$ cat config.mk
export PLATFORM = sky130hd
export DESIGN_NAME = smii_rx_serializer
export DESIGN_NICKNAME = d
export VERILOG_FILES = /design/src/rtl/smii_rx_pkg.sv /design/src/rtl/smii_seg_timer.sv /design/src/rtl/smii_evt_status.sv /design/src/rtl/smii_seg_build.sv /design/src/rtl/smii_seg_shift.sv /design/src/rtl/smii_rx_serializer.sv
export SDC_FILE = /design/constraint.sdc
export NUM_CORES = 1
export LEC_CHECK = 0
export ABC_AREA = 1
export BUFFER_PORTS_ARGS = -buffer_cell sky130_fd_sc_hd__clkbuf_2
export CORE_MARGIN = 3
export CORE_UTILIZATION = 37
export CTS_BUF_LIST = sky130_fd_sc_hd__clkbuf_16
export DETAILED_ROUTE_END_ITERATION = 16
export PLACE_DENSITY = 0.73
export SYNTH_ARGS = -nofsm -noshare
export SYNTH_HDL_FRONTEND = slang
export SYNTH_SLANG_ARGS = --single-unit
$ cat constraint.sdc
create_clock -name clk -period 1.1 [get_ports clk]
set_input_delay 0.11 -clock clk [delete_from_list [all_inputs] [get_ports clk]]
set_output_delay 0.11 -clock clk [all_outputs]
set_load 0.005 [all_outputs]
$ cat src/rtl/smii_rx_pkg.sv
package smii_rx_pkg;
  localparam int DATA_W  = 8;
  localparam int SEG_LEN = DATA_W + 2;

  // payload slot positions used while data-valid is low
  localparam int ST_ERR    = 0;
  localparam int ST_SPEED  = 1;
  localparam int ST_DUPLEX = 2;
  localparam int ST_LINK   = 3;
  localparam int ST_JABBER = 4;
  localparam int ST_NIBOK  = 5;
  localparam int ST_FCAR   = 6;
  localparam int ST_ONE    = 7;

  typedef struct packed {
    logic nib_ok;
    logic jabber;
    logic link;
    logic duplex;
    logic speed;
  } phy_stat_t;
endpackage

$ cat src/rtl/smii_seg_timer.sv
module smii_seg_timer #(
  parameter int SEG_LEN = smii_rx_pkg::SEG_LEN
) (
  input  logic clk,
  input  logic rst,
  output logic take_o
);
  localparam int CNT_W = $clog2(SEG_LEN);
  localparam logic [CNT_W-1:0] LAST = CNT_W'(SEG_LEN - 1);

  logic [CNT_W-1:0] cnt;

  always_ff @(posedge clk) begin
    if (rst)          cnt <= '0;
    else if (take_o)  cnt <= '0;
    else              cnt <= cnt + 1'b1;
  end

  assign take_o = (cnt == LAST);

  AST_TAKE_WRAPS: assert property (@(posedge clk) disable iff (rst)
    take_o |=> (cnt == '0));
  AST_TAKE_SINGLE: assert property (@(posedge clk) disable iff (rst)
    take_o |=> !take_o);
endmodule

$ cat src/rtl/smii_evt_status.sv
module smii_evt_status (
  input  logic clk,
  input  logic rst,
  input  logic take_i,
  input  logic crs_i,
  input  logic err_i,
  input  logic fc_i,
  output logic err_show_o,
  output logic fc_show_o
);
  logic prev_crs;
  logic acc_err, acc_fc;
  logic rep_err, rep_fc;
  logic evt_start, evt_end;

  assign evt_start = take_i &  crs_i & ~prev_crs;
  assign evt_end   = take_i & ~crs_i &  prev_crs;

  always_ff @(posedge clk) begin
    if (rst) begin
      prev_crs <= 1'b0;
      acc_err  <= 1'b0;
      acc_fc   <= 1'b0;
      rep_err  <= 1'b0;
      rep_fc   <= 1'b0;
    end else begin
      if (take_i) prev_crs <= crs_i;
      if (evt_start) begin
        acc_err <= err_i;
        acc_fc  <= fc_i;
        rep_err <= 1'b0;
        rep_fc  <= 1'b0;
      end else if (evt_end) begin
        acc_err <= 1'b0;
        acc_fc  <= 1'b0;
        rep_err <= acc_err | err_i;
        rep_fc  <= acc_fc  | fc_i;
      end else begin
        acc_err <= acc_err | err_i;
        acc_fc  <= acc_fc  | fc_i;
      end
    end
  end

  always_comb begin
    if (evt_end) begin
      err_show_o = acc_err | err_i;
      fc_show_o  = acc_fc  | fc_i;
    end else if (evt_start) begin
      err_show_o = 1'b0;
      fc_show_o  = 1'b0;
    end else begin
      err_show_o = rep_err;
      fc_show_o  = rep_fc;
    end
  end

  AST_START_CLEARS: assert property (@(posedge clk) disable iff (rst)
    evt_start |=> (!rep_err && !rep_fc));
  AST_REP_HOLDS: assert property (@(posedge clk) disable iff (rst)
    !take_i |=> ($stable(rep_err) && $stable(rep_fc)));
endmodule

$ cat src/rtl/smii_seg_build.sv
module smii_seg_build
  import smii_rx_pkg::*;
#(
  parameter int DW = smii_rx_pkg::DATA_W
) (
  input  logic             crs_i,
  input  logic             dv_i,
  input  logic [DW-1:0]    data_i,
  input  phy_stat_t        stat_i,
  input  logic             err_i,
  input  logic             fc_i,
  output logic [DW+1:0]    seg_o
);
  logic [DW-1:0] status_byte;

  always_comb begin
    status_byte            = '0;
    status_byte[ST_ERR]    = err_i;
    status_byte[ST_SPEED]  = stat_i.speed;
    status_byte[ST_DUPLEX] = stat_i.duplex;
    status_byte[ST_LINK]   = stat_i.link;
    status_byte[ST_JABBER] = stat_i.jabber;
    status_byte[ST_NIBOK]  = stat_i.nib_ok;
    status_byte[ST_FCAR]   = fc_i;
    status_byte[ST_ONE]    = 1'b1;
  end

  assign seg_o[0]      = crs_i | dv_i;
  assign seg_o[1]      = dv_i;
  assign seg_o[DW+1:2] = dv_i ? data_i : status_byte;
endmodule

$ cat src/rtl/smii_seg_shift.sv
module smii_seg_shift #(
  parameter int SEG_LEN = smii_rx_pkg::SEG_LEN
) (
  input  logic               clk,
  input  logic               rst,
  input  logic               take_i,
  input  logic [SEG_LEN-1:0] seg_i,
  output logic               rx_o,
  output logic               sync_o
);
  logic [SEG_LEN-1:0] shreg;

  always_ff @(posedge clk) begin
    if (rst) begin
      shreg  <= '0;
      sync_o <= 1'b0;
    end else if (take_i) begin
      shreg  <= seg_i;
      sync_o <= 1'b1;
    end else begin
      shreg  <= {1'b0, shreg[SEG_LEN-1:1]};
      sync_o <= 1'b0;
    end
  end

  assign rx_o = shreg[0];

  AST_SYNC_AFTER_TAKE: assert property (@(posedge clk) disable iff (rst)
    take_i |=> sync_o);
endmodule

$ cat src/rtl/smii_rx_serializer.sv
module smii_rx_serializer
  import smii_rx_pkg::*;
#(
  parameter int DW = smii_rx_pkg::DATA_W
) (
  input  logic          clk,
  input  logic          rst,
  input  logic          rx_crs_i,
  input  logic          rx_dv_i,
  input  logic [DW-1:0] rx_data_i,
  input  logic          fifo_err_i,
  input  logic          false_carrier_i,
  input  logic          link_up_i,
  input  logic          speed_100_i,
  input  logic          full_duplex_i,
  input  logic          jabber_i,
  input  logic          nibble_ok_i,
  output logic          byte_take_o,
  output logic          smii_sync_o,
  output logic          smii_rx_o
);
  localparam int SLEN = DW + 2;

  logic            take;
  logic            crs_eff;
  logic            err_show, fc_show;
  phy_stat_t       stat;
  logic [SLEN-1:0] seg;

  assign crs_eff = rx_crs_i | rx_dv_i;
  assign stat = '{nib_ok: nibble_ok_i, jabber: jabber_i, link: link_up_i,
                  duplex: full_duplex_i, speed: speed_100_i};

  smii_seg_timer #(.SEG_LEN(SLEN)) u_timer (
    .clk(clk), .rst(rst), .take_o(take));

  smii_evt_status u_status (
    .clk(clk), .rst(rst), .take_i(take), .crs_i(crs_eff),
    .err_i(fifo_err_i), .fc_i(false_carrier_i),
    .err_show_o(err_show), .fc_show_o(fc_show));

  smii_seg_build #(.DW(DW)) u_build (
    .crs_i(rx_crs_i), .dv_i(rx_dv_i), .data_i(rx_data_i), .stat_i(stat),
    .err_i(err_show), .fc_i(fc_show), .seg_o(seg));

  smii_seg_shift #(.SEG_LEN(SLEN)) u_shift (
    .clk(clk), .rst(rst), .take_i(take), .seg_i(seg),
    .rx_o(smii_rx_o), .sync_o(smii_sync_o));

  assign byte_take_o = take;

  AST_NO_DV_WITHOUT_CRS: assert property (@(posedge clk) disable iff (rst)
    (smii_sync_o && !smii_rx_o) |=> !smii_rx_o);
  AST_SYNC_ONE_CYCLE: assert property (@(posedge clk) disable iff (rst)
    smii_sync_o |=> !smii_sync_o);
endmodule

; ---- Word-level counts from Yosys, hierarchy flattened
; Index checks and enable logic that the tools add are counted.
[word_totals]
ff_bits = 20
latch_bits = 0
mem_bits_rw = 0
rom_bits = 0
output_inout_bits = 3
word_cells = 35
mem_count = 0
[classes]
n_addsub = 1
n_mul = 0
div = 0
magnitude_cmp = 0
n_eq_ne = 1
n_shift = 0
muxes = 11
bitwise = 10
reduce_logical = 3
[op_table]
columns = cell, n
row1 = 1-bit 2-to-1 mux, 9
row2 = 9-bit 2-to-1 mux, 1
row3 = 8-bit 2-to-1 mux, 1
row4 = 2-bit OR reduction, 3
row5 = 4-bit by 1-bit adder with 4-bit output (second input constant), 1
row6 = 1-bit bitwise AND, 4
row7 = 4-bit equality test (second input constant), 1
row8 = 1-bit inverter, 3
row9 = 1-bit bitwise OR, 3

; ---- Longest topological paths before layout
; Gate-level depths: netlist (run 1).
[logic_depth]
word_depth = 7
mapped_depth = 10
mapped_depth_nobuf = 10

; ---- Modules after synthesis
; A second synthesis (run 1) with hierarchy kept.
[hier_totals]
cells_unflattened = 151
area_unflattened_um2 = 977.2
[by_module_without_submodules]
columns = mod, instances, cells_per_inst, area_per_inst_um2, seq_area_each_um2
row1 = smii_seg_shift, 1, 62, 427.9, 220.2
row2 = smii_evt_status, 1, 37, 241.5, 100.1
row3 = smii_seg_timer, 1, 22, 181.4, 80.1
row4 = smii_seg_build, 1, 27, 115.1, 0.0
row5 = smii_rx_serializer, 1, 3, 11.3, 0.0

; ---- Worst setup path after synthesis (run 1)
; Ideal clock, no wire load.
[synth_path]
kind = register -> register
from = reg u_timer.cnt[0]
to = reg u_shift.shreg[2]
setup_ps = 58
t_arrival_ps = 1141
required_time_ps = 1042
slack_ps = -99
stages_incl_launch_ff = 10
path_buffers = 0
period_less_slack_ps = 1199
path_cell_list = dfxtp_1 > ha_1 > nand2_2 > nor2_8 > nand2_4 > nor2_8 > nand2_1 > nand2_1 > inv_1 > nand2_1
[synth_via]
elab_chain_len = 7
elab_cells_between_ends = 9
classes_between = eq/ne: 1 / mux: 4 / bitwise: 4
[synth_rtl]
columns = item, line_no
row1 = from (decl), smii_seg_timer.sv:11  ; logic [CNT_W-1:0] cnt;
row2 = from (signal assigned), smii_seg_timer.sv:16  ; else cnt <= cnt + 1'b1;
row3 = 4-bit equality test (*), smii_seg_timer.sv:19  ; assign take_o = (cnt == LAST);
row4 = via byte_take_o, smii_rx_serializer.sv:18  ; output logic byte_take_o,
row5 = 1-bit bitwise AND (2 in series), smii_evt_status.sv:16  ; assign evt_start = take_i & crs_i & ~prev_crs;
row6 = 1-bit 2-to-1 mux, smii_evt_status.sv:49  ; end else if (evt_start) begin
row7 = 1-bit 2-to-1 mux, smii_evt_status.sv:46  ; if (evt_end) begin
row8 = 8-bit 2-to-1 mux, smii_seg_build.sv:30  ; assign seg_o[DW+1:2] = dv_i ? data_i : status_byte;
row9 = 9-bit 2-to-1 mux (*), smii_seg_shift.sv:17  ; end else if (take_i) begin
row10 = to (signal assigned), smii_seg_shift.sv:18  ; shreg <= seg_i;
row11 = to (signal assigned), smii_seg_shift.sv:21  ; shreg <= {1'b0, shreg[SEG_LEN-1:1]};
row12 = to (decl), smii_seg_shift.sv:11  ; logic [SEG_LEN-1:0] shreg;
; The timed path passes the listed nets; every way through them passes the cells marked *.
; A chain may end at the register's enable or synchronous reset.

; ---- Final worst setup path (run 1)
[layout_path]
from = reg u_timer.cnt[1]
to = reg u_status.prev_crs
[layout_via]
elab_chain_len = 1
[layout_rtl]
columns = item, line_no
row1 = 4-bit equality test, smii_seg_timer.sv:19
row2 = to (signal assigned), smii_evt_status.sv:27  ; if (take_i) prev_crs <= crs_i;
row3 = to (decl), smii_evt_status.sv:11  ; logic prev_crs;
; No other way between the ends.

==> flow_metrics.py, run 1 <==
metrics = {
    "status": {
        "outcome": "complete, but fails checks",
        "violations": "setup timing",
    },
    "critical_path": {
        "start_kind": "flop",
        "critPathRequiredTime_ps": 1280,
        "slowest_delay_ps": 320,
        "crit_fanout": 6,
        "cp_cell_sequence": "inv_2 > ha_4 > nand2_4 > nor2_8 > nand2_4 > buf_4 > inv_2 > nand2_1 > o21ai_1",
        "crit_path_end_kind": "flop",
        "cp_slowest_cell": "dfxtp_2",
        "path_class": "reg -> reg",
        "worstPathArrival_ps": 1430,
        "reg2reg_depth": 9,
    },
    "floorplan": {
        "coreArea_um2": 2040,
        "dieArea_um2": 2850,
        "die_w_um": 53.4,
        "io_pins": 22,
        "initial_utilization_pct": 40.7,
        "rows": 16,
        "die_h_um": 53.4,
    },
    "worst_hold_path": {
        "whs_path_depth": 3,
        "hold_class": "in -> reg",
    },
    "clock_network": {
        "ctsRootBufferMaster": "clkbuf_16",
        "numClockSinks": 20,
        "cts.htree.levels": 1,
        "insertion_delay_ps": 250,
        "post-cts-setup-buffers": 0,
        "tritoncts": "yes",
        "cts_buffer_depth": 2,
        "clk_pin_slew_ps": 50,
        "cts_made_buffers": 3,
    },
    "finish": {
        "final_nets": 158,
        "final_common_cell": "nand2_1",
        "final_cell_mix": "nand2_1 (32), clkbuf_2 (21), dfxtp_1 (18), nor2_1 (9), nand3_1 (8)",
        "fillers": 193,
        "antenna_cells": 0,
        "area_growth_pct": 44.4,
        "fin_cells": 163,
        "drive_gt1_share_pct": 42.6,
    },
    "timing": {
        "finClkSkew_ps": 1.12,
        "slew_headroom_pct": 82.2,
        "fmax_mhz": 799,
        "hold_viol_final": 0,
        "rsz0062_at_grt": "yes",
        "tightest_slew_ps": 266,
        "layout_min_cycle_time_ps": 1250,
        "fin_crit_sh_pct": 114,
        "setup_slack_ps": -152,
        "setup_violations": 17,
        "drv_slew": 0,
    },
    "detailed_routing": {
        "dr.max_layer_used": "met4",
        "drc": 0,
        "drt-initial-drc-count": 9,
        "vias_per_cell": 4.42,
        "m1WireLength_um": 724,
        "firstDrtPassIters": 3,
        "ant_nets": 0,
        "wl_met3_um": 108,
        "wirelength_mm": 1.71,
        "vias": 721,
        "wire_per_inst_um": 10.5,
        "route.met2.wl_um": 857,
    },
    "global_route": {
        "grt_pass1_wl_mm": 3.01,
        "grt_pass1_vias": 748,
        "grt_max_degree": 13,
        "grt_antenna_before_repair": 0,
        "gr-total-overflow": 0,
        "grt_use_total_pct": 14.7,
    },
    "synth": {
        "yosys.cell_types.count": 17,
        "synth_fp_nets": 124,
        "ys_ff_latch": 20,
        "ys_warn_count": 0,
        "syn_area_um2": 831,
        "ys_seq_area_share_pct": 48.2,
        "syn_inst": 103,
        "post_synth.cell_area_avg_um2": 8.07,
    },
    "power": {
        "p_leak_uw": 0.000586,
        "power_density_nw_per_um2": 1560,
        "peakVddDrop_mv": 0.943,
        "totalPowerFinal_uw": 1870,
    },
    "placement": {
        "dpl.cell_count": 159,
        "dpl_worst_slack_ps": -152,
        "place.gp.congestion": 0.749,
        "portBuffers": 21,
        "dp_hpwl_mm": 1.31,
    },
    "flow_run": {
        "max-cap-violations": 0,
    },
}
flip-flops by register name (all words and copies together) (netlist names):
signal	count
u_status.acc_err	1
u_status.acc_fc	1
u_status.prev_crs	1
u_timer.cnt	4
u_shift.sync_o	1
u_status.rep_fc	1
u_shift.shreg	10
u_status.rep_err	1
layer usage:
metal	vias up	track usage (%)
li1	387	-
met4	0	3.83
met1	311	16.2
met3	3	4.23
met5	-	0
met2	20	26.9
cells in the mapped netlist:
library cell  instances  area [µm²]
nor2_4                2        22.5
xnor2_1               1        8.76
nor2_8                2        40.0
xor2_1                1        8.76
nand2_2               2        12.5
inv_1                 6        22.5
nand3_1              11        55.1
nor2_1               10        37.5
nor3b_1               2        15.0
nand2_4               1        11.3
dfxtp_1              20         400
inv_2                 3        11.3
o21ai_1               2        10.0
nor2_2                1        6.26
ha_1                  2        25.0
or2_2                 2        12.5
nand2_1              35         131
per-stage QoR:
step	TNS, ps	cell area [µm²]	util [%]	hold WS [ps]
2_1_floorplan	-259	851	-	182
3_3_place_gp	-896	1060	52.0	313
3_5_place_dp	-1350	1060	52.0	314
4_1_cts	-1580	1180	57.6	53.8
5_1_grt	-3800	1200	58.8	68.7
6_report	-1810	1200	58.8	53.7
worst paths after layout:
check,start,end,slack (ps)
worst max-delay path,u_timer.cnt[1],u_status.prev_crs,-150
worst min-delay path,jabber_i,u_shift.shreg[6],50
worst max register to register,u_timer.cnt[1],u_status.prev_crs,-150
worst min register to register,u_shift.shreg[7],u_shift.shreg[6],450
worst max-delay path, delay by kind of cell, from the launching register on:
kind	cells	cell delay, ps
DFF	1	320
adders and majority gates	1	130
AOI/OAI and AO/OA	1	70
and+or+nand+nor	4	410
buffers and inverters	3	250
where the power goes:
group	leakage (µW)	switching [µW]	internal [µW]
Combinational	0.000372	61.1	74.9
Sequential	0.000163	12.4	742
Clock	0.0000511	262	721
cells by family (layout without fill, tap and decap cells):
logic type      after synthesis  count (layout)  share of synthesized area, %
buf+inv                       9              42                          4.07
flops                        20              20                          48.2
xor+xnor                      2               2                          2.11
simple gates                 68              68                          41.4
compound gates                2               2                          1.20
fa+ha+maj                     2               2                          3.01
final cells by class:
cell class	count	area, µm²	area share [%]
clock inverters	1	30.0	2.50
inverters	9	33.8	2.82
multi-input cells	74	439	36.6
well taps	27	33.8	2.82
flip-flops and latches	20	403	33.6
repair buffers	29	185	15.4
clock buffers	3	75.1	6.26
what timing repair did:
item / in CTS / in global routing
endpoints found under the setup margin: 20 / 21
pin swaps: 0 / 2
cloned: 0 / 0
hold buffers: 0 / 0
gates resized for setup: 3 / 7
Note: power is estimated with default switching activity, not from simulation.
==> inputs of run 2 (changes only) <==
CORE_UTILIZATION = 44   (was 37)
PLACE_DENSITY = 0.82   (was 0.73)
==> flow_metrics.py, run 2 (synthesized netlist as in run 1, its figures left out) <==
metrics = {
    "floorplan": {
        "die_w_um": 49.5,
        "initial_utilization_pct": 47.6,
        "die_h_um": 49.5,
        "coreArea_um2": 1750,
        "dieArea_um2": 2450,
        "rows": 15,
        "io_pins": 22,
    },
    "finish": {
        "final_cell_mix": "nand2_1 (34), clkbuf_2 (21), dfxtp_1 (18), buf_4 (12), nand3_1 (10)",
        "area_growth_pct": 43.4,
        "regMostFlops": "u_shift.shreg",
        "register_area_um2": 403,
        "antenna_cells": 0,
        "final_nets": 163,
        "largest_registers": "u_shift.shreg: 10 flops, u_timer.cnt: 4 flops",
        "stdcell_area_um2": 1190,
        "final_common_cell": "nand2_1",
        "fillers": 123,
        "multi_input_area_um2": 439,
        "largest_reg_flops": 10,
        "drive_gt1_share_pct": 43.6,
        "fin_cells": 165,
    },
    "timing": {
        "timing.hold.ws_ps": 60.8,
        "drv_slew": 0,
        "finClkSkew_ps": 2.11,
        "layout_min_cycle_time_ps": 1250,
        "setup_slack_ps": -154,
        "tightest_slew_ps": 241,
        "slew_headroom_pct": 83.9,
        "fin_crit_sh_pct": 114,
        "hold_viol_final": 0,
        "rsz0062_at_grt": "yes",
        "fmax_mhz": 797,
        "setup_violations": 17,
    },
    "power": {
        "p_leak_uw": 0.000595,
        "peakVddDrop_mv": 1.45,
        "power_density_nw_per_um2": 1360,
    },
    "critical_path": {
        "rrSetupSlack_ps": -150,
        "cp_cell_sequence": "inv_2 > ha_4 > nand2_4 > nor2_8 > nand2_4 > nor2_4 > nand3_1 > nand2_1",
        "cp_slowest_cell": "dfxtp_2",
        "slowest_delay_ps": 320,
        "crit_path_end_kind": "flop",
        "crit_fanout": 7,
        "start_kind": "flop",
        "worstPathArrival_ps": 1450,
        "worst_path_most_repeated_cell": "nand2_4",
        "path_class": "reg -> reg",
        "critPathRequiredTime_ps": 1290,
    },
    "detailed_routing": {
        "drc": 0,
        "vias_per_cell": 4.56,
        "drt-initial-drc-count": 7,
        "wire_per_inst_um": 10.8,
        "ant_nets": 0,
        "wirelength_mm": 1.78,
        "vias": 752,
        "firstDrtPassIters": 4,
    },
    "clock_network": {
        "numClockSinks": 20,
        "tritoncts": "yes",
        "clk_pin_slew_ps": 50,
        "cts_made_buffers": 3,
        "ctsRootBufferMaster": "clkbuf_16",
        "cts_buffer_depth": 2,
        "ctsHoldBuffers": 0,
        "insertion_delay_ps": 250,
        "cts.htree.levels": 1,
    },
    "global_route": {
        "grt_max_degree": 11,
        "gr-total-overflow": 0,
        "grt_pass1_wl_mm": 2.95,
        "grt_use_total_pct": 15.5,
        "grt_antenna_before_repair": 0,
        "grt_pass1_vias": 733,
    },
    "flow_run": {
        "max-cap-violations": 0,
    },
    "placement": {
        "portBuffers": 21,
        "dp_hpwl_mm": 1.28,
        "place_area_um2": 1070,
        "place.gp.congestion": 0.805,
        "dpl.cell_count": 160,
    },
    "status": {
        "violations": "setup timing",
        "outcome": "complete, but fails checks",
    },
    "worst_hold_path": {
        "hold_class": "in -> reg",
    },
}
-- run 2: power by group --
group | leakage, µW | total [µW] | internal (µW) | switching (µW)
clock network | 0.0000370 | 717 | 478 | 239
logic | 0.000395 | 144 | 77.2 | 66.9
registers | 0.000163 | 754 | 743 | 11.3
total | 0.000595 | 1620 | 1300 | 317
-- run 2: through the flow --
| stage | setup TNS (ps) | utilization (%) | power, µW | setup WS, ps |
|---|---|---|---|---|
| floorplan | -259 | - | 825 | -49.4 |
| global placement | -743 | 61.3 | 894 | -78.5 |
| detailed placement | -1560 | 61.3 | 900 | -132 |
| CTS | -1830 | 67.2 | 1610 | -163 |
| global route | -3150 | 68.2 | 1680 | -221 |
| finish | -1660 | 68.2 | 1620 | -154 |
-- run 2: per-layer routing --
metal / wire, µm / GRT usage [%]
met1: 783 / 17.7
met2: 912 / 27.0
met3: 57 / 3.93
met4: 27 / 7.37
met5: 0 / 0
-- run 2: critical path: cells and delay by family (launching register included) --
kind	cells	cell delay (ps)
and+or+nand+nor	6	690
DFF	1	320
adders and majority gates	1	130
buffers and inverters	1	60
-- run 2: final cells by class --
cell class	instances	area share, %
multi-input cells	74	36.9
flip-flops and latches	20	33.8
repair buffers	34	17.3
clock buffers	3	6.30
inverters	9	3.05
well taps	25	2.63
-- run 2: timing repair --
item	CTS	global route
buffers inserted	2	0
gates resized for setup	3	7
cloned	0	0
setup endpoints to repair	20	21
pin swaps	5	0
-- run 2: final timing paths --
check,start,cells past startpoint,to
max,u_timer.cnt[1],8,u_shift.shreg[2]
min,speed_100_i,3,u_shift.shreg[3]
max reg2reg,u_timer.cnt[1],8,u_shift.shreg[2]
min reg2reg,u_shift.shreg[1],2,u_shift.shreg[0]
